[src/rtl/fwd_pkg.sv]
// Shared select encoding for the operand forwarding unit.
// Assumes a two-bit select feeding a three-input ALU operand mux.
package fwd_pkg;
    typedef enum logic [1:0] {
        SEL_REGFILE = 2'b00,
        SEL_FAR     = 2'b01,
        SEL_NEAR    = 2'b10
    } fwd_sel_e;
endpackage

[src/rtl/fwd_producer_match.sv]
// Compares one producer's destination against every operand source.
// Assumes register 0 is hard-wired to zero and must never be forwarded.
module fwd_producer_match #(
    parameter int REG_AW  = 5,
    parameter int NUM_SRC = 2
) (
    input  logic [REG_AW-1:0]              dst,
    input  logic                           wr_en,
    input  logic [NUM_SRC-1:0][REG_AW-1:0] srcs,
    output logic [NUM_SRC-1:0]             hit
);
    logic live;

    // Producer qualifies only when writing a nonzero register.
    assign live = wr_en && (dst != '0);

    generate
        for (genvar i = 0; i < NUM_SRC; i++) begin : g_cmp
            // One equality comparator per source/destination pair.
            assign hit[i] = live && (srcs[i] == dst);
        end
    endgenerate
endmodule

[src/rtl/fwd_select.sv]
// Turns the two producer hits for one operand into a mux select.
// Assumes the near producer holds the younger result and wins ties.
module fwd_select
    import fwd_pkg::*;
(
    input  logic     near_hit,
    input  logic     far_hit,
    output fwd_sel_e sel
);
    // Priority pick: near, then far, then register file.
    always_comb begin
        if (near_hit)     sel = SEL_NEAR;
        else if (far_hit) sel = SEL_FAR;
        else              sel = SEL_REGFILE;
    end
endmodule

[src/rtl/fwd_unit.sv]
// Operand forwarding unit: decides ALU operand sources from register
// numbers, with selects registered once for cycle-level observation.
// Assumes synchronous active-low reset and two ALU operands.
module fwd_unit
    import fwd_pkg::*;
#(
    parameter int REG_AW = 5
) (
    input  logic              clk,
    input  logic              rst_n,
    input  logic [REG_AW-1:0] src_a,
    input  logic [REG_AW-1:0] src_b,
    input  logic [REG_AW-1:0] near_dst,
    input  logic              near_wr,
    input  logic [REG_AW-1:0] far_dst,
    input  logic              far_wr,
    output logic [1:0]        sel_a,
    output logic [1:0]        sel_b
);
    localparam int NUM_SRC = 2;

    logic [NUM_SRC-1:0][REG_AW-1:0] srcs;
    logic [NUM_SRC-1:0]             near_hit;
    logic [NUM_SRC-1:0]             far_hit;
    fwd_sel_e                       sel_next [NUM_SRC];
    fwd_sel_e                       sel_q    [NUM_SRC];

    assign srcs[0] = src_a;
    assign srcs[1] = src_b;

    fwd_producer_match #(.REG_AW(REG_AW), .NUM_SRC(NUM_SRC)) u_near (
        .dst   (near_dst),
        .wr_en (near_wr),
        .srcs  (srcs),
        .hit   (near_hit)
    );

    fwd_producer_match #(.REG_AW(REG_AW), .NUM_SRC(NUM_SRC)) u_far (
        .dst   (far_dst),
        .wr_en (far_wr),
        .srcs  (srcs),
        .hit   (far_hit)
    );

    generate
        for (genvar i = 0; i < NUM_SRC; i++) begin : g_op
            fwd_select u_sel (
                .near_hit (near_hit[i]),
                .far_hit  (far_hit[i]),
                .sel      (sel_next[i])
            );

            // Output register for one operand select.
            always_ff @(posedge clk) begin
                if (!rst_n) sel_q[i] <= SEL_REGFILE;
                else        sel_q[i] <= sel_next[i];
            end
        end
    endgenerate

    assign sel_a = sel_q[0];
    assign sel_b = sel_q[1];
endmodule

[config.mk]
export PLATFORM = sky130hd
export DESIGN_NAME = fwd_unit
export DESIGN_NICKNAME = d
export VERILOG_FILES = /design/src/rtl/fwd_pkg.sv /design/src/rtl/fwd_producer_match.sv /design/src/rtl/fwd_select.sv /design/src/rtl/fwd_unit.sv
export SDC_FILE = /design/constraint.sdc
export NUM_CORES = 1
export LEC_CHECK = 0
export ABC_CLOCK_PERIOD_IN_PS = 1900
export CAP_MARGIN = 20
export CORE_AREA = 3 3 40 42
export DETAILED_ROUTE_END_ITERATION = 16
export DIE_AREA = 0 0 43 45
export PLACE_DENSITY = 0.72
export SYNTH_ARGS = -nofsm -noshare
export SYNTH_HDL_FRONTEND = slang
export SYNTH_HIERARCHICAL = 1
export SYNTH_SLANG_ARGS = --single-unit
[constraint.sdc]
create_clock -name clk -period 1.9 [get_ports clk]
set_input_delay 0.38 -clock clk [delete_from_list [all_inputs] [get_ports clk]]
set_output_delay 0.38 -clock clk [all_outputs]
set_load 0.005 [all_outputs]
Word level (Yosys, flattened, before mapping)
Memories as Yosys holds them, arrays and structs flattened.
Cells that the tools add are included.

word-level totals
  bits of input ports = 24
  memory bits (writable) = 4
  bits in latches = 0
  flip-flop bits (word level) = 0
  output and inout port bits = 4
  ROM bits = 0
  memories kept = 1

operators by class
  eq/ne operators = 4
  multiply operators = 0
  order comparisons = 0
  shifts and indexed selects = 0
  mux-type cells = 8
  reductions and logical operators = 8
  divide/modulo/power cells = 0
  $add $sub $neg = 0
  bitwise gates (word level) = 2

memories
  memory  depth  width  read ports  clocked after Yosys merged registers in  write ports  line            source
  sel_q   2      2      2           0                                        2            fwd_unit.sv:26  fwd_sel_e sel_q [NUM_SRC];

operators by type and width
  operator           number
  $eq 5x5->1         4
  $reduce_bool 5->1  2
  $mux 2             4
  $logic_and 1x1->1  6
  $mux 1             4
  $or 1x1->1         2

Logic depth before layout (Yosys ltp)
Gate-level depths: netlist of run 1.

  depth after elaboration = 6
  depth in mapped cells = 5
  depth with buffers taken out = 5

Cells and area by module
Netlist of run 1, hierarchy kept.

by module, submodules not included
  module              instances  cells an instance  area each (sq um)
  fwd_producer_match  2          16                 123.9
  fwd_unit            1          8                  105.1
  fwd_select          2          2                  21.3

Least setup slack after synthesis of run 1
No wires, ideal clock.

  path kind = input -> register
  from = in near_dst[0]
  to = mem sel_q[0][1] (netlist bit)
  arrival time = 1365 ps
  path buffers = 1
  slack = 420 ps
  cell stages on the path = 5
  setup time = 115 ps
  path through = or4_1 nor2_1 nor4_1 buf_4 and2_1

RTL lines
  element          line            source
  start, declared  fwd_unit.sv:13  input logic [REG_AW-1:0] near_dst,
  end, declared    fwd_unit.sv:26

==> metrics.txt, run 1 <==
Lkg Pwr 0.000289 µW; Req. time, crit path 2.02 ns; Worst EP arrival 1.90 ns; CTS Buf Count 3; post-synthesis sequential area ratio 20.3%; Die Y-Extent 45 µm; largest net degree at the start of global routing 5; endpoint type of the worst setup path flop; Worst Tran Pin Value 0.598 ns; synth warn 6; DRC viols 0; PwrDens 410 nW/µm²; Post-CTS Resized 0; clk sinks 4; drt pass-1 iters 4; antenna violations before repair 0; gpl congestion 0.793; final setup fails 0; internal power 238 µW; total number of vias 470; final net count 108; syn_nets 68; Die Width 43 µm; critical path class input port to flop; maximum clock path buffer count 2; fin crit share 93.6%; TritonCTS clock tree done; total gr overflow 0; max FFs per register 4; net switching power 76.6 µW; combinational share of power 39.9%; Seq pwr share 27.2%; Final WS setup 0.122 ns; sw frac 24.4%; Clock Power Share 32.9%; CP Launch Type input port; ANT nets after route 0; worst-path fanout max 3; Worst VDD drop 0.154 mV; Post-CTS Hold Fix Bufs 0; Port Buffers 27; f_max 562 MHz; Largest regs sel_q: 4 flops; proportion of layout cells with a drive suffix above 1 18.3%; ant diodes 0; startpoint of the most critical hold path rst_n; largest area contributor in the netlist xnor2_1; share of the synthesized area in the top cell type 26.6%; unrepaired setup endpoints after global routing no; CP startpoint near_dst[0]; first-pass GRT wire length 1910 µm; DRT Wirelength 1090 µm; Hold WS 0.794 ns; placed cell count 94; core area 1280 µm²; die area 1940 µm²; Layout Cells excl Fill 97; root cell of the clock tree clkbuf_4; Mapped Area 395 µm²; final hold vios 0; Syn-to-layout area delta 94.0%; Post-Synthesis Cells 44; postcts setup bufs 0; H-tree levels 1; CTS clk-pin slew, worst paths 0.04 ns; dpl ws -0.148 ns; total track usage 13.5%; Final min period 1.78 ns; fin. max-slew vios 0; status completed; initial core utilization 30.8%; synth top area cells xnor2_1 (27%), dfxtp_1 (20%), xor2_1 (18%); DR iter-0 viols 13; Core Util, Final 59.7%; number of global-route vias before repair 515; Post-Syn Area per Cell 8.99 µm²; drt wl/cell 11.2 µm; # IOs 28; Std-Cell Rows 13; largest reg by FF count sel_q; number of max-cap violations 0; Pwr Total 314 µW; Worst Hold Class input port to flop; Relative slew margins 59.8%; register bit count reported by yosys 4; Synth cell types 10; Via density 4.85
==> cell usage in the layout (no fill, tap or decap), drive strengths merged <==
| cell | n |
|---|---|
| nor2 | 2 |
| xor2 | 8 |
| and2 | 4 |
| xnor2 | 12 |
| nor4 | 4 |
| dfxtp | 4 |
| nand4 | 4 |
| or4 | 2 |
| nor2b | 2 |
| clkbuf | 3 |
| clkdlybuf4s50 | 27 |
| buf | 10 |
==> cell type report <==
class / count / area (µm²)
flip-flops and latches: 4 / 80.1
well taps: 15 / 18.8
fillers: 109 / 518
repair buffers: 37 / 345
clock buffers: 3 / 22.5
multi-input cells: 38 / 300
==> stage by stage <==
stage	cell area [µm²]	TNS [ns]
after floorplan	395	0
after global placement	744	-0.293
after detailed placement	744	-0.335
after CTS	767	0
after global routing	767	0
final	767	0
==> synthesized netlist by cell type <==
library cell,n
or4_1,2
nor2b_4,2
nand4_1,4
dfxtp_1,4
xnor2_1,12
and2_1,4
nor2_1,2
buf_4,2
nor4_1,4
xor2_1,8
==> critical path, cell delays in order <==
cell and delay [ns]:
clkdlybuf4s50_1 0.45, buf_4 0.15, xor2_1 0.15, nor4_1 0.55, nor2b_4 0.06, and2_1 0.17
==> per-layer routing <==
metal	wire length (µm)	GRT usage, %	up-vias
li1	-	-	227
met1	441	14.7	211
met2	526	23.7	32
met3	119	3.98	0
met4	0	7.23	0
met5	0	0	-
==> final timing paths <==
kind	to	depth (start not counted)
worst max-delay path	sel_q[0][0]$_SDFF_PN0_	6
worst min-delay path	sel_q[0][1]$_SDFF_PN0_	2
==> power groups by stage <==
stage	clock network (µW)	logic [µW]	registers, µW
6_report	103	126	85.4
5_1_grt	120	135	85.3
4_1_cts	109	125	85.4
3_5_place_dp	0	125	86.8
3_3_place_gp	0	123	86.7
2_1_floorplan	0	40.3	86.9
==> logic make-up (layout without fill, tap and decap cells) <==
kind of cell / count (synthesis) / after routing / share of synthesized area [%]
simple gates: 18 / 18 / 31.6
buf+inv: 2 / 40 / 3.80
xor+xnor: 20 / 20 / 44.3
flops: 4 / 4 / 20.3
Power figures use the tool's default switching activity.
==> inputs of run 2 (changes only) <==
--- a/config.mk
+++ b/config.mk
@@ -11,6 +11,7 @@
 export DETAILED_ROUTE_END_ITERATION = 16
 export DIE_AREA = 0 0 43 45
 export PLACE_DENSITY = 0.72
+export REMOVE_ABC_BUFFERS = 1
 export SYNTH_ARGS = -nofsm -noshare
 export SYNTH_HDL_FRONTEND = slang
 export SYNTH_HIERARCHICAL = 1
==> run 2 against run 1 <==
Compared with the run above:
- total power grew 1.6%
- sequential cell count is the same
- utilization grew 1.2 points
- combinational power is essentially flat
- critical endpoint unchanged
- sequential share of layout area shrank 0.20 points
==> metrics.txt, run 2 (synthesis gave the netlist of run 1 again) <==
commonest non-fill, non-tap cells in the layout clkdlybuf4s50_1 (27), buf_4 (12), xnor2_1 (12), xor2_1 (8) (was clkdlybuf4s50_1 (27), xnor2_1 (12), buf_4 (10), xor2_1 (8)); Hold WS 0.788 ns (was 0.794 ns); commonest non-fill, non-tap cell in the layout clkdlybuf4s50_1 (unchanged); DRT Wirelength 1100 µm (was 1090 µm); Worst Hold Class input port to flop (unchanged); critical path class input port to flop (unchanged); final setup fails 0 (unchanged); Worst VDD drop 0.147 mV (was 0.154 mV); Worst EP arrival 1.87 ns (was 1.90 ns); ANT nets after route 0 (unchanged); max FFs per register 4 (unchanged); DP Area 759 µm² (was 744 µm²); fin. max-slew vios 0 (unchanged); Post-CTS Hold Fix Bufs 0 (unchanged); number of global-route vias before repair 448 (was 515); hold endpoint sel_q[0][1]$_SDFF_PN0_ (unchanged); core area 1280 µm² (unchanged); Final WS setup 0.155 ns (was 0.122 ns); maximum clock path buffer count 2 (unchanged); final net count 110 (was 108); Via density 4.61 (was 4.85); Final min period 1.75 ns (was 1.78 ns); Std-Cell Rows 13 (unchanged); die area 1940 µm² (unchanged); # IOs 28 (unchanged); Worst Tran Pin Value 0.622 ns (was 0.598 ns); startpoint of the most critical hold path rst_n (unchanged); Pwr Total 319 µW (was 314 µW); PwrDens 408 nW/µm² (was 410 nW/µm²); worst-path fanout max 3 (unchanged); unrepaired setup endpoints after global routing no (unchanged); Lkg Pwr 0.000298 µW (was 0.000289 µW); Syn-to-layout area delta 97.8% (was 94.0%); Largest regs sel_q: 4 flops (unchanged); status completed (unchanged); first-pass GRT wire length 1760 µm (was 1910 µm); CTS Buf Count 3 (unchanged); Die Width 43 µm (unchanged); number of max-cap violations 0 (unchanged); final hold vios 0 (unchanged); drt wl/cell 11.1 µm (was 11.2 µm); total number of vias 456 (was 470); dpl ws -0.110 ns (was -0.148 ns); Slowest-stage cell, CP nor4_1 (unchanged); largest net degree at the start of global routing 5 (unchanged); gpl congestion 0.736 (was 0.793); hold depth 2 (unchanged); antenna violations before repair 0 (unchanged); initial core utilization 30.8% (unchanged); root cell of the clock tree clkbuf_4 (unchanged); Post-CTS Resized 0 (unchanged); slowest stage delay, CP 0.58 ns (was 0.55 ns); f_max 573 MHz (was 562 MHz); drt pass-1 iters 3 (was 4); DRC viols 0 (unchanged); Die Y-Extent 45 µm (unchanged); fin crit share 91.8% (was 93.6%); H-tree levels 1 (unchanged); ant diodes 0 (unchanged); postcts setup bufs 0 (unchanged); largest reg by FF count sel_q (unchanged); clk sinks 4 (unchanged); CP startpoint near_dst[3] (was near_dst[0]); CP Launch Type input port (unchanged); crit-path cells clkdlybuf4s50_1, or4_1, nor2_1, nor4_1, nor2b_4, and2_1 (was clkdlybuf4s50_1, buf_4, xor2_1, nor4_1, nor2b_4, and2_1); Final Cell Area 782 µm² (was 767 µm²); proportion of layout cells with a drive suffix above 1 20.2% (was 18.3%); CTS clk-pin slew, worst paths 0.04 ns (about the same); total track usage 12.9% (was 13.5%); Relative slew margins 58.2% (was 59.8%); Port Buffers 27 (unchanged); Req. time, crit path 2.03 ns (was 2.02 ns); endpoint type of the worst setup path flop (unchanged); total gr overflow 0 (unchanged); TritonCTS clock tree done (unchanged); DR iter-0 viols 3 (was 13)
run 2: changes by cell type in the layout (fill, tap and decap cells not counted):
cell | before | now
buf_4 | 10 | 12
run 2: cell type report:
class	instances	area [µm²]
clock buffers	3	22.5
fillers	128	503
multi-input cells	38	300
flip-flops and latches	4	80.1
repair buffers	39	360
well taps	15	18.8
run 2: routing by layer:
metal  track usage [%]  vias up  wire, µm
met4              10.8        0        28
met3              1.59        3        85
li1                  -      232         -
met1              11.8      200       393
met2              25.1       21       595
met5                 0        -         0
run 2: worst max path at each step:
stage / to / slack, ns
after floorplan: sel_q[0][0]$_SDFF_PN0_ / 0.45
after global placement: sel_q[0][0]$_SDFF_PN0_ / -0.08
final: sel_q[0][0]$_SDFF_PN0_ / 0.15
after global routing: sel_q[0][0]$_SDFF_PN0_ / 0.01
after detailed placement: sel_q[0][0]$_SDFF_PN0_ / -0.11
after CTS: sel_q[0][0]$_SDFF_PN0_ / 0.15
run 2: critical path, delay by kind of cell:
kind / cells / cell delay (ns)
buffers and inverters: 1 / 0.52
and+or+nand+nor: 5 / 0.98
run 2: power by group:
group,leakage (µW),switching [µW],internal (µW)
Sequential,0.0000322,0.217,85.3
Combinational,0.000252,43.0,84.5
Clock,0.0000138,35.6,70.7
run 2: stage by stage:
step,cells,utilization [%],setup TNS [ns]
final,99,60.9,0
after global routing,99,60.9,0
after CTS,99,60.9,0
after detailed placement,96,59.1,-0.267
after global placement,96,59.1,-0.174
after floorplan,42,-,0
==> inputs of run 3 (changes only) <==
--- a/config.mk
+++ b/config.mk
@@ -12,6 +12,7 @@
 export DIE_AREA = 0 0 43 45
 export PLACE_DENSITY = 0.72
 export REMOVE_ABC_BUFFERS = 1
+export SETUP_SLACK_MARGIN = 0.02
 export SYNTH_ARGS = -nofsm -noshare
 export SYNTH_HDL_FRONTEND = slang
 export SYNTH_HIERARCHICAL = 1
==> run 3 against run 2 <==
Compared with the run above:
- via count up 0.88%
- sequential power hardly changed
- clock power about the same
- setup slack got worse by 0.034 ns
- hold slack improved by 0.0044 ns
- maximum frequency is 1.9% lower
- first-iteration DRC count stayed put
- critical path depth did not move
- count of clock-buffer cells in the layout unchanged
- largest power group unchanged
==> metrics.txt, run 3 (synthesis gave the netlist of run 1 again) <==
status completed (unchanged); Req. time, crit path 2.02 ns (was 2.03 ns); final setup fails 0 (unchanged); initial core utilization 30.8% (unchanged); CP startpoint near_dst[0] (was near_dst[3]); clk sinks 4 (unchanged); Std-Cell Rows 13 (unchanged); die area 1940 µm² (unchanged); fin. max-slew vios 0 (unchanged); largest reg by FF count sel_q (unchanged); antenna violations before repair 0 (unchanged); largest net degree at the start of global routing 5 (unchanged); startpoint of the most critical hold path rst_n (unchanged); fin crit share 93.6% (was 91.8%); Largest regs sel_q: 4 flops (unchanged); critical path class input port to flop (unchanged); Worst Tran Pin Value 0.423 ns (was 0.622 ns); proportion of layout cells with a drive suffix above 1 21.4% (was 20.2%); unrepaired setup endpoints after global routing no (unchanged); drt wl/cell 11.2 µm (was 11.1 µm); ant diodes 0 (unchanged); Worst EP arrival 1.90 ns (was 1.87 ns); Worst Hold Class input port to flop (unchanged); Fillers 127 (was 128); CP Launch Type input port (unchanged); first-pass GRT wire length 1760 µm (unchanged); H-tree levels 1 (unchanged); Top Metal Used met4 (unchanged); routed wl met2 599 µm (was 595 µm); DP Area 759 µm² (unchanged); final hold vios 0 (unchanged); number of max-cap violations 0 (unchanged); Final Cell Area 788 µm² (was 782 µm²); total gr overflow 0 (unchanged); drt pass-1 iters 3 (unchanged); total number of vias 460 (was 456); gpl congestion 0.736 (unchanged); DR iter-0 viols 3 (unchanged); Seq. cell area 80.1 µm² (unchanged); maximum clock path buffer count 2 (unchanged); PwrDens 406 nW/µm² (was 408 nW/µm²); Relative slew margins 71.6% (was 58.2%); Die Y-Extent 45 µm (unchanged); Post-CTS Hold Fix Bufs 0 (unchanged); CTS clk-pin slew, worst paths 0.04 ns (about the same); total track usage 12.9% (unchanged); Via density 4.65 (was 4.61); CTS Buf Count 3 (unchanged); Pwr Total 320 µW (was 319 µW); Final min period 1.78 ns (was 1.75 ns); worst-path fanout max 3 (unchanged); core area 1280 µm² (unchanged); endpoint type of the worst setup path flop (unchanged); # IOs 28 (unchanged); ANT nets after route 0 (unchanged); Lkg Pwr 0.000299 µW (was 0.000298 µW); DRT Wirelength 1110 µm (was 1100 µm); number of global-route vias before repair 448 (unchanged); final net count 110 (unchanged); met3 routed WL 84 µm (was 85 µm); multi-input logic area 307 µm² (was 300 µm²); TritonCTS clock tree done (unchanged); WL met1 393 µm (unchanged); commonest non-fill, non-tap cell in the layout clkdlybuf4s50_1 (unchanged); Syn-to-layout area delta 99.4% (was 97.8%); DRC viols 0 (unchanged); root cell of the clock tree clkbuf_4 (unchanged); max FFs per register 4 (unchanged); Port Buffers 27 (unchanged); commonest non-fill, non-tap cells in the layout clkdlybuf4s50_1 (27), buf_4 (12), xnor2_1 (12), xor2_1 (8) (unchanged); Die Width 43 µm (unchanged); f_max 562 MHz (was 573 MHz); Worst VDD drop 0.148 mV (was 0.147 mV)
[run 3: what timing repair did]
action | CTS | global route
resized for setup | 0 | 1
endpoints found under the setup margin | 0 | 1
setup buffers | 0 | 0
[run 3: worst paths after layout]
path / to / slack, ns / cells after the start
worst max-delay path: sel_q[1][1]$_SDFF_PN0_ / 0.12 / 6
worst min-delay path: sel_q[0][1]$_SDFF_PN0_ / 0.79 / 2
[run 3: stage by stage]
| stage | cells | setup TNS, ns | setup WS (ns) | util, % | hold slack [ns] |
|---|---|---|---|---|---|
| 6_report | 99 | 0 | 0.121 | 61.3 | 0.793 |
| 5_1_grt | 99 | 0 | 0.0817 | 61.3 | 0.811 |
| 4_1_cts | 99 | 0 | 0.147 | 60.9 | 0.777 |
| 3_5_place_dp | 96 | -0.267 | -0.110 | 59.1 | 1.03 |
| 3_3_place_gp | 96 | -0.174 | -0.0802 | 59.1 | 1.03 |
| 2_1_floorplan | 42 | 0 | 0.452 | - | 0.502 |
[run 3: report_power, final]
part	switching, µW	internal, µW	leakage [µW]
Clock	35.6	70.7	0.0000138
Combinational	43.7	84.7	0.000253
Sequential	0.217	85.3	0.0000322
Total	79.6	241	0.000299
[run 3: area by class of cell]
type	count	share of cell area, %
sequential	4	10.2
clock buffer	3	2.86
timing repair buffer	39	45.7
multi-input combinational	38	38.9
tap	15	2.38
[run 3: layer usage]
metal / track usage, % / up-vias
li1: - / 232
met1: 11.8 / 206
met2: 25.1 / 19
met3: 1.59 / 3
met4: 10.8 / 0
met5: 0 / -
[run 3: critical path, cell delays in order]
cell             delay (ns)
clkdlybuf4s50_1        0.44
or4_1                  0.52
nor2_1                 0.17
nor4_1                 0.08
buf_4                  0.15
and2_1                 0.15
